<file path="src/rtl/brl_pkg.sv">
package brl_pkg;
  // Width of the instruction slice delivered to the unit (condition nibble excluded)
  localparam int INSN_W    = 28;
  // Position of the class field decoded by this unit
  localparam int CLASS_HI  = 27;
  localparam int CLASS_LO  = 25;
  localparam int CLASS_W   = CLASS_HI - CLASS_LO + 1;
  localparam logic [CLASS_W-1:0] BRANCH_CLASS = 3'b101;
  // Position of the call (link) flag
  localparam int LINK_POS  = 24;

  typedef struct packed {
    logic is_branch;
    logic want_link;
  } brl_kind_t;
endpackage

</file>
<file path="src/rtl/brl_decode.sv">
module brl_decode
  import brl_pkg::*;
#(
  parameter int OFF_W = 24
) (
  input  logic [INSN_W-1:0] insn,
  output brl_kind_t         kind,
  output logic [OFF_W-1:0]  word_off
);
  always_comb begin
    kind.is_branch = (insn[CLASS_HI:CLASS_LO] == BRANCH_CLASS);
    kind.want_link = insn[LINK_POS];
    word_off       = insn[OFF_W-1:0];
  end
endmodule

</file>
<file path="src/rtl/brl_target.sv">
module brl_target #(
  parameter int ADDR_W      = 32,
  parameter int OFF_W       = 24,
  parameter int ALIGN_SH    = 2,
  parameter int FETCH_AHEAD = 8,
  parameter int INSN_BYTES  = 4
) (
  input  logic [ADDR_W-1:0] pc,
  input  logic [OFF_W-1:0]  word_off,
  output logic [ADDR_W-1:0] jump_pc,
  output logic [ADDR_W-1:0] seq_pc
);
  localparam int EXT_W = ADDR_W - OFF_W - ALIGN_SH;
  localparam logic [ADDR_W-1:0] AHEAD = ADDR_W'(FETCH_AHEAD);
  localparam logic [ADDR_W-1:0] STEP  = ADDR_W'(INSN_BYTES);

  logic [ADDR_W-1:0] byte_off;

  generate
    if (EXT_W > 0) begin : g_extend
      assign byte_off = {{EXT_W{word_off[OFF_W-1]}}, word_off, {ALIGN_SH{1'b0}}};
    end else begin : g_truncate
      logic [OFF_W+ALIGN_SH-1:0] scaled;
      assign scaled   = {word_off, {ALIGN_SH{1'b0}}};
      assign byte_off = scaled[ADDR_W-1:0];
    end
  endgenerate

  // Modulo 2^ADDR_W by width of the sum
  assign jump_pc = pc + AHEAD + byte_off;
  assign seq_pc  = pc + STEP;
endmodule

</file>
<file path="src/rtl/brl_outreg.sv">
module brl_outreg #(
  parameter int W = 66
) (
  input  logic         clk,
  input  logic         rst_n,
  input  logic         in_valid,
  output logic         in_ready,
  input  logic [W-1:0] in_data,
  output logic         out_valid,
  input  logic         out_ready,
  output logic [W-1:0] out_data
);
  assign in_ready = !out_valid || out_ready;

  always_ff @(posedge clk or negedge rst_n) begin
    if (!rst_n) begin
      out_valid <= 1'b0;
      out_data  <= '0;
    end else if (in_ready) begin
      out_valid <= in_valid;
      if (in_valid) out_data <= in_data;
    end
  end

  // a stalled result keeps its value
  a_r8_hold_stable: assert property (@(posedge clk) disable iff (!rst_n)
    (out_valid && !out_ready) |=> (out_valid && $stable(out_data)));

  // an accepted request is presented on the next cycle
  a_r7_accept_shows: assert property (@(posedge clk) disable iff (!rst_n)
    (in_valid && in_ready) |=> out_valid);

  // with no request accepted and the result drained, the output empties
  a_r7_drain_empties: assert property (@(posedge clk) disable iff (!rst_n)
    (out_valid && out_ready && !in_valid) |=> !out_valid);
endmodule

</file>
<file path="src/rtl/brl_unit.sv">
module brl_unit
  import brl_pkg::*;
#(
  parameter int ADDR_W      = 32,
  parameter int OFF_W       = 24,
  parameter int ALIGN_SH    = 2,
  parameter int FETCH_AHEAD = 8,
  parameter int INSN_BYTES  = 4
) (
  input  logic              clk,
  input  logic              rst_n,
  input  logic              in_valid,
  output logic              in_ready,
  input  logic [INSN_W-1:0] in_instr,
  input  logic [ADDR_W-1:0] in_pc,
  input  logic              in_cond_pass,
  output logic              out_valid,
  input  logic              out_ready,
  output logic [ADDR_W-1:0] out_next_pc,
  output logic              out_taken,
  output logic              out_link_we,
  output logic [ADDR_W-1:0] out_link_data
);
  localparam int RES_W = 2 * ADDR_W + 2;

  brl_kind_t         kind;
  logic [OFF_W-1:0]  word_off;
  logic [ADDR_W-1:0] jump_pc, seq_pc;
  logic              take, link_wr;
  logic [RES_W-1:0]  res_in, res_out;

  brl_decode #(.OFF_W(OFF_W)) u_dec (
    .insn     (in_instr),
    .kind     (kind),
    .word_off (word_off)
  );

  brl_target #(
    .ADDR_W(ADDR_W), .OFF_W(OFF_W), .ALIGN_SH(ALIGN_SH),
    .FETCH_AHEAD(FETCH_AHEAD), .INSN_BYTES(INSN_BYTES)
  ) u_tgt (
    .pc       (in_pc),
    .word_off (word_off),
    .jump_pc  (jump_pc),
    .seq_pc   (seq_pc)
  );

  always_comb begin
    take    = kind.is_branch && in_cond_pass;
    link_wr = take && kind.want_link;
    res_in  = {(take ? jump_pc : seq_pc), take, link_wr, seq_pc};
  end

  brl_outreg #(.W(RES_W)) u_out (
    .clk       (clk),
    .rst_n     (rst_n),
    .in_valid  (in_valid),
    .in_ready  (in_ready),
    .in_data   (res_in),
    .out_valid (out_valid),
    .out_ready (out_ready),
    .out_data  (res_out)
  );

  assign {out_next_pc, out_taken, out_link_we, out_link_data} = res_out;

  // the return-address write only accompanies a taken branch
  a_r3_link_needs_taken: assert property (@(posedge clk) disable iff (!rst_n)
    (out_valid && out_link_we) |-> out_taken);

  // fall-through PC equals the sequential return address
  a_r5_fallthrough_seq: assert property (@(posedge clk) disable iff (!rst_n)
    (out_valid && !out_taken) |-> (out_next_pc == out_link_data));

  // plain branch writes no return address
  a_r4_plain_no_link: assert property (@(posedge clk) disable iff (!rst_n)
    (in_valid && in_ready && !in_instr[LINK_POS]) |=> !out_link_we);

  // failed condition is never taken
  a_r5_cond_fail: assert property (@(posedge clk) disable iff (!rst_n)
    (in_valid && in_ready && !in_cond_pass) |=> (!out_taken && !out_link_we));
endmodule

</file>
<file path="config.mk">
export PLATFORM = sky130hd
export DESIGN_NAME = brl_unit
export DESIGN_NICKNAME = d
export VERILOG_FILES = /design/src/rtl/brl_pkg.sv /design/src/rtl/brl_decode.sv /design/src/rtl/brl_target.sv /design/src/rtl/brl_outreg.sv /design/src/rtl/brl_unit.sv
export SDC_FILE = /design/constraint.sdc
export NUM_CORES = 1
export LEC_CHECK = 0
export ABC_AREA = 1
export BUFFER_PORTS_ARGS = -buffer_cell sky130_fd_sc_hd__buf_2
export CAP_MARGIN = 20
export CORE_ASPECT_RATIO = 1.4
export CORE_MARGIN = 2
export CORE_UTILIZATION = 42
export CTS_BUF_LIST = sky130_fd_sc_hd__clkbuf_8
export DETAILED_ROUTE_END_ITERATION = 8
export GPL_TIMING_DRIVEN = 0
export HOLD_SLACK_MARGIN = 0.05
export PLACE_DENSITY = 0.69
export SKIP_LAST_GASP = 1
export SLEW_MARGIN = 10
export SYNTH_ARGS = -nofsm -noshare
export SYNTH_HDL_FRONTEND = slang
export SYNTH_HIERARCHICAL = 1
export SYNTH_SLANG_ARGS = --single-unit
export TNS_END_PERCENT = 10
</file>
<file path="constraint.sdc">
create_clock -name clk -period 2.4 [get_ports clk]
set_input_delay 0.24 -clock clk [delete_from_list [all_inputs] [get_ports clk]]
set_output_delay 0.24 -clock clk [all_outputs]
set_load 0.05 [all_outputs]
</file>
==> impl_metrics.yaml, run 1 <==
clocking:
  clock_latency_ns: 0.34
  cts-root-buf: "clkbuf_8"
  cts_setup_buffers: 0
  cts_buffer_depth: 2
  path_clk_slew_ns: 0.07
  cts_tree: "built"
  cts_max_level: 3
  numCtsBuffers: 9
  cts_sinks: 67
die:
  fp-row-count: 54
  die-area_um2: 16700
  initial_core_util_pct: 42.5
  die_w_um: 110
  core_area_um2: 15500
  die_h_um: 152
  io_pins: 133
placed_design:
  port_buffers: 104
  routabilityCongestion: 0.898
  dp.final_hpwl_mm: 16.7
route:
  wl_per_cell_um: 14.4
  ant_nets: 0
  num_vias: 6622
  vias_per_cell: 4.90
  drt_iter0_drc: 253
  drtPass1Iterations: 5
  routed_wl_mm: 19.5
  remaining_drc_errors: 0
grt:
  grt_usage_pct: 24.2
  grt_pass1_wl_mm: 31.7
  grt_overflow: 0
  grt_max_degree: 60
  grt_pass1_vias: 6467
  grt_antenna_before_repair: 1
synth:
  synth.top_cell.area_share_pct: 25.5
  synth_area_leaders: "dfrtp_1 (25%), nand2_1 (25%), nand3_1 (11%)"
  yosysUniqueCellTypes: 27
  synth_edf_count: 0
  synth_most_common_cell: "nand2_1"
  ys_ff_latch: 67
  synth_commonest_cells: "nand2_1 (430), nand3_1 (148), inv_1 (112), dfrtp_1 (67), ha_1 (58)"
  syn_area_per_cell_um2: 6.38
  ys_seq_area_share_pct: 25.5
  synthFlopType: "dfrtp_1"
  synth_top_cell_by_area: "dfrtp_1"
  yosys_warnings: 6
  netlist_area_um2: 6580
  async_flop_share_pct: 100
  syn_inst: 1032
  synth.net_count: 1156
critical_path:
  start_kind: "input port"
  cpMostUsedCell: "nand2_1"
  cp-end-kind: "register"
  cp_slowest_cell: "nor2_1"
  worstPathCellList: "buf_2 > ha_1 > ha_1 > nand2_1 > nor2_1 > nand3_1 > nand3_2 > nand2_1 > nand2_1 > nand2_1 > nand2_1 > nand3_1 > nand2_1 > nand3_1 > nand2_1"
  worst_ep_required_time_ns: 2.68
  arrival_ns: 2.51
  crit_type: "in2reg"
  path_max_fanout: 4
  cp_slowest_stage_delay_ns: 0.39
timing:
  fin_crit_ns: 2.24
  skew_ns: 0.00898
  slew_viol_final: 0
  hold_viol: 0
  totalNegativeSetupSlack_ns: 0
  period_share_pct: 93.2
  slew_headroom_pct: 67.4
  hold_slack_ns: 0.146
  rsz0062_at_grt: "false"
  setup_violations: 0
  clock.fmax_ghz: 0.447
  tightest_slew_ns: 0.489
min_path:
  hold_path.class: "in2reg"
power:
  power_density_nw_per_um2: 576
  peakVddDrop_mv: 0.415
  power_mw: 4.39
  power.leakage_nw: 4.59
job:
  maxCapViolCount: 0
finish:
  drive_gt1_share_pct: 17.3
  nets: 1273
  areaGrowthSynthToFinish_pct: 15.7
run_status:
  outcome: "completed"
-- report_power, final --
part           internal (mW)  switching [mW]
registers               1.29          0.0922
clock network          0.561           0.412
logic                  0.569            1.47
total                   2.42            1.97
-- worst paths after layout --
path / start / end / slack (ns) / cells past startpoint
max in group asynchronous: rst_n / u_out/out_data[32]$_DFFE_PN0P_ / 1.60 / 3
worst min-delay path: in_pc[1] / u_out/out_data[1]$_DFFE_PN0P_ / 0.15 / 3
min in group asynchronous: rst_n / u_out/out_data[3]$_DFFE_PN0P_ / 0.28 / 2
worst min register to register: u_out/out_data[31]$_DFFE_PN0P_ / u_out/out_data[31]$_DFFE_PN0P_ / 0.47 / 2
worst max register to register: u_out/out_valid$_DFFE_PN0P_ / u_out/out_data[10]$_DFFE_PN0P_ / 1.12 / 4
worst max-delay path: in_pc[14] / u_out/out_data[65]$_DFFE_PN0P_ / 0.16 / 15
-- cell usage in the layout (no fill, tap or decap), types with 12 or more instances in the layout --
cell,instances
a21oi_1,16
xor2_1,29
nand2_1,429
clkbuf_8,12
buf_4,44
nand3_1,146
buf_2,111
inv_1,112
ha_1,58
nor2_1,52
dfrtp_1,67
xnor2_1,16
-- state kept, by name (all words and copies together), names as in the netlist --
| name | count |
|---|---|
| u_out/out_data | 66 |
| u_out/out_valid | 1 |
-- cells by family (layout without fill, tap and decap cells) --
kind of cell             after synthesis  after routing  synth area share (%)
AO/OA/AOI/OAI                         18             18                  1.45
XOR/XNOR                              45             45                  5.99
adder cells (fa/ha/maj)               59             59                  11.3
buffers and inverters                175            297                  13.0
flip-flops                            67             67                  25.5
other                                  0              1                     0
AND/OR/NAND/NOR                      668            668                  42.7
-- worst max-delay path, delay by kind of cell --
kind          cells  cell delay (ns)
buf+inv           1             0.14
fa+ha+maj         2             0.66
simple gates     12             1.45
-- metal layers --
metal	track usage [%]	share of wire, %
met1	29.7	41
met2	42.0	51
met3	1.72	3.3
met4	11.3	4.5
met5	0	0
-- per-stage QoR --
stage | util (%) | setup WS (ns) | area (µm²) | cells
6_report | 49.2 | 0.164 | 7620 | 1351
3_5_place_dp | 47.7 | -0.376 | 7380 | 1333
3_3_place_gp | 47.5 | -0.342 | 7350 | 1332
2_1_floorplan | - | 0.140 | 6580 | 1032
4_1_cts | 49.1 | 0.0636 | 7600 | 1350
5_1_grt | 49.2 | 0.00956 | 7620 | 1351
-- area by class of cell --
class                      instances  area, µm²
clock buffer                      12        165
multi-input combinational        790       4060
inverter                         114        428
clock inverter                     4       47.5
sequential                        67       1680
buffer                            61        430
antenna                            1       2.50
timing repair buffer             106        561
tap                              196        245
fill                            1670       7860
-- timing repair --
action / in CTS / in global routing
setup endpoints to repair: 2 / 8
hold endpoints to repair: 67 / 0
hold buffers: 1 / 0
gates resized for setup: 1 / 3
Note: power is estimated with default switching activity, not from simulation.
==> inputs of run 2 (changes only) <==
--- a/config.mk
+++ b/config.mk
@@ -17,4 +17,5 @@
 export HOLD_SLACK_MARGIN = 0.05
 export PLACE_DENSITY = 0.69
+export SKIP_CTS_REPAIR_TIMING = 1
 export SKIP_LAST_GASP = 1
 export SLEW_MARGIN = 10
==> constraint.sdc (replaced) <==
create_clock -name clk -period 2.4 [get_ports clk]
set_input_delay 0.6 -clock clk [delete_from_list [all_inputs] [get_ports clk]]
set_output_delay 0.6 -clock clk [all_outputs]
set_load 0.05 [all_outputs]
==> run 2 against run 1 <==
Flip-flop and latch count unchanged. Clock skew up 0.0036 ns. Utilization up 2.0 points. Non-clock buffer count did not move. Final cell count barely moved. Register-to-register slack better by 0.04 ns. Worst hold slack better by 0.32 ns. Global-route usage fell by 0.40 points. Critical endpoint is now u_out/out_data[59]$_DFFE_PN0P_. Largest power group unchanged.
==> impl_metrics.yaml, run 2 (same netlist as run 1, synthesis figures left out) <==
run_status:
  outcome: "completed"
placed_design:
  routabilityCongestion: 0.916
  placed_cell_area_um2: 7440
  dp.final_hpwl_mm: 16.8
  port_buffers: 104
finish:
  n_antenna_cell: 0
  design_area_um2: 7920
  layout_common_cells: "nand2_1 (408), nand3_1 (138), inv_1 (111), buf_2 (111), dfrtp_1 (67)"
  regArea_um2: 1680
  regMostFlops: "u_out/out_data"
  areaGrowthSynthToFinish_pct: 20.4
  final_common_cell: "nand2_1"
  reg_top3: "u_out/out_data x66, u_out/out_valid x1"
  multiInputGateArea_um2: 4380
  nets: 1273
  largest_register_ffs: 66
  fill_cells: 1631
  drive_gt1_share_pct: 23.4
critical_path:
  arrival_ns: 2.59
  crit_family: "simple AND/OR/NAND/NOR gates"
  worst_ep_required_time_ns: 2.65
  worst-path-buf-inv: 3
  cpMostUsedCell: "nand2_1"
  cp_slowest_cell: "fa_2"
  cp_slowest_stage_delay_ns: 0.37
  path_max_fanout: 4
  worstPathCellList: "buf_2 > inv_1 > ha_4 > inv_2 > ha_4 > fa_2 > nand3_2 > nand3_4 > nand2_2 > nand2_2 > nand2_2 > nand3_1 > nand2_1 > nand2_1 > nand3_1 > nand2_1 > nand3_1 > nand2_1"
  cp-end-kind: "register"
  start_kind: "input port"
  crit_type: "in2reg"
die:
  die_w_um: 110
  fp-row-count: 54
  die-area_um2: 16700
  initial_core_util_pct: 42.5
  core_area_um2: 15500
  die_h_um: 152
  io_pins: 133
route:
  wl_per_cell_um: 14.6
  drtPass1Iterations: 5
  remaining_drc_errors: 0
  routed_wl_mm: 19.7
  drt_iter0_drc: 324
  num_vias: 6615
  vias_per_cell: 4.90
  ant_nets: 0
clocking:
  cts-root-buf: "clkbuf_8"
  cts_tree: "built"
  numCtsBuffers: 9
  clock_latency_ns: 0.35
  path_clk_slew_ns: 0.08
  cts_max_level: 3
  cts_sinks: 67
  cts_buffer_depth: 2
timing:
  hold_viol: 0
  setup_violations: 0
  period_share_pct: 97.6
  slew_viol_final: 0
  skew_ns: 0.0126
  hold_slack_ns: 0.468
  fin_crit_ns: 2.34
  rsz0062_at_grt: "true"
  slew_headroom_pct: 68.5
  tightest_slew_ns: 0.472
  clock.fmax_ghz: 0.427
  totalNegativeSetupSlack_ns: 0
min_path:
  hold_path.class: "reg2reg"
power:
  power_mw: 4.46
  p_clk_share_pct: 20.4
  power.leakage_nw: 4.59
  seqPwrFrac_pct: 31.0
  peakVddDrop_mv: 0.482
  p_switching_mw: 2.06
  switching_share_pct: 46.3
  internal-power_mw: 2.40
  power_density_nw_per_um2: 563
  combPwrFrac_pct: 48.6
grt:
  grt_usage_pct: 23.8
  grt_max_degree: 67
  grt_overflow: 0
  grt_antenna_before_repair: 0
  grt_pass1_wl_mm: 31.1
  grt_pass1_vias: 6347
job:
  maxCapViolCount: 0
## run 2: changes by cell type in the layout (fill, tap and decap cells not counted), sizes merged
cell	previous run	this run
clkbuf	17	14
clkinvlp	1	3
diode	1	0
inv	114	115
## run 2: power groups by stage
stage	registers (mW)	clock network [mW]	logic (mW)
finish	1.38	0.910	2.17
global route	1.40	0.983	2.37
CTS	1.38	0.926	2.05
detailed placement	1.41	0	2.05
global placement	1.40	0	2.02
floorplan	1.97	0	0.926
## run 2: layer usage
metal / global-route usage [%] / part of all wire [%]
met1: 28.8 / 42
met2: 42.8 / 52
met3: 1.54 / 3.2
met4: 9.10 / 3.4
met5: 0 / 0
## run 2: final cells by class
type | count | area share, %
Clock buffer | 9 | 1.56
Inverter | 114 | 5.40
Sequential cell | 67 | 21.2
Timing Repair Buffer | 106 | 7.08
Clock inverter | 7 | 0.885
Buffer | 61 | 5.48
Tap cell | 196 | 3.10
Multi-Input combinational cell | 790 | 55.3
## run 2: per-stage QoR
| step | setup WS [ns] | util, % | cells |
|---|---|---|---|
| 3_5_place_dp | -0.489 | 48.1 | 1333 |
| 2_1_floorplan | -0.00265 | - | 1032 |
| 4_1_cts | -0.128 | 49.4 | 1349 |
| 5_1_grt | -0.0674 | 51.2 | 1350 |
| 6_report | 0.0587 | 51.2 | 1350 |
| 3_3_place_gp | -0.482 | 47.9 | 1332 |
## run 2: path summary, 6_finish.rpt
check	from	end	slack, ns	cells past startpoint
worst max-delay path	in_pc[3]	u_out/out_data[59]$_DFFE_PN0P_	0.06	18
worst min-delay path	u_out/out_data[23]$_DFFE_PN0P_	u_out/out_data[23]$_DFFE_PN0P_	0.47	2
worst max register to register	u_out/out_valid$_DFFE_PN0P_	u_out/out_data[7]$_DFFE_PN0P_	1.16	4
worst min register to register	u_out/out_data[23]$_DFFE_PN0P_	u_out/out_data[23]$_DFFE_PN0P_	0.47	2
max in group asynchronous	rst_n	u_out/out_data[23]$_DFFE_PN0P_	1.30	3
min in group asynchronous	rst_n	u_out/out_data[37]$_DFFE_PN0P_	0.59	2
## run 2: tightest hold or removal path: cells and delay by family (launching register included)
| kind | cells | cell delay [ns] |
|---|---|---|
| flops | 1 | 0.34 |
| simple gates | 2 | 0.09 |
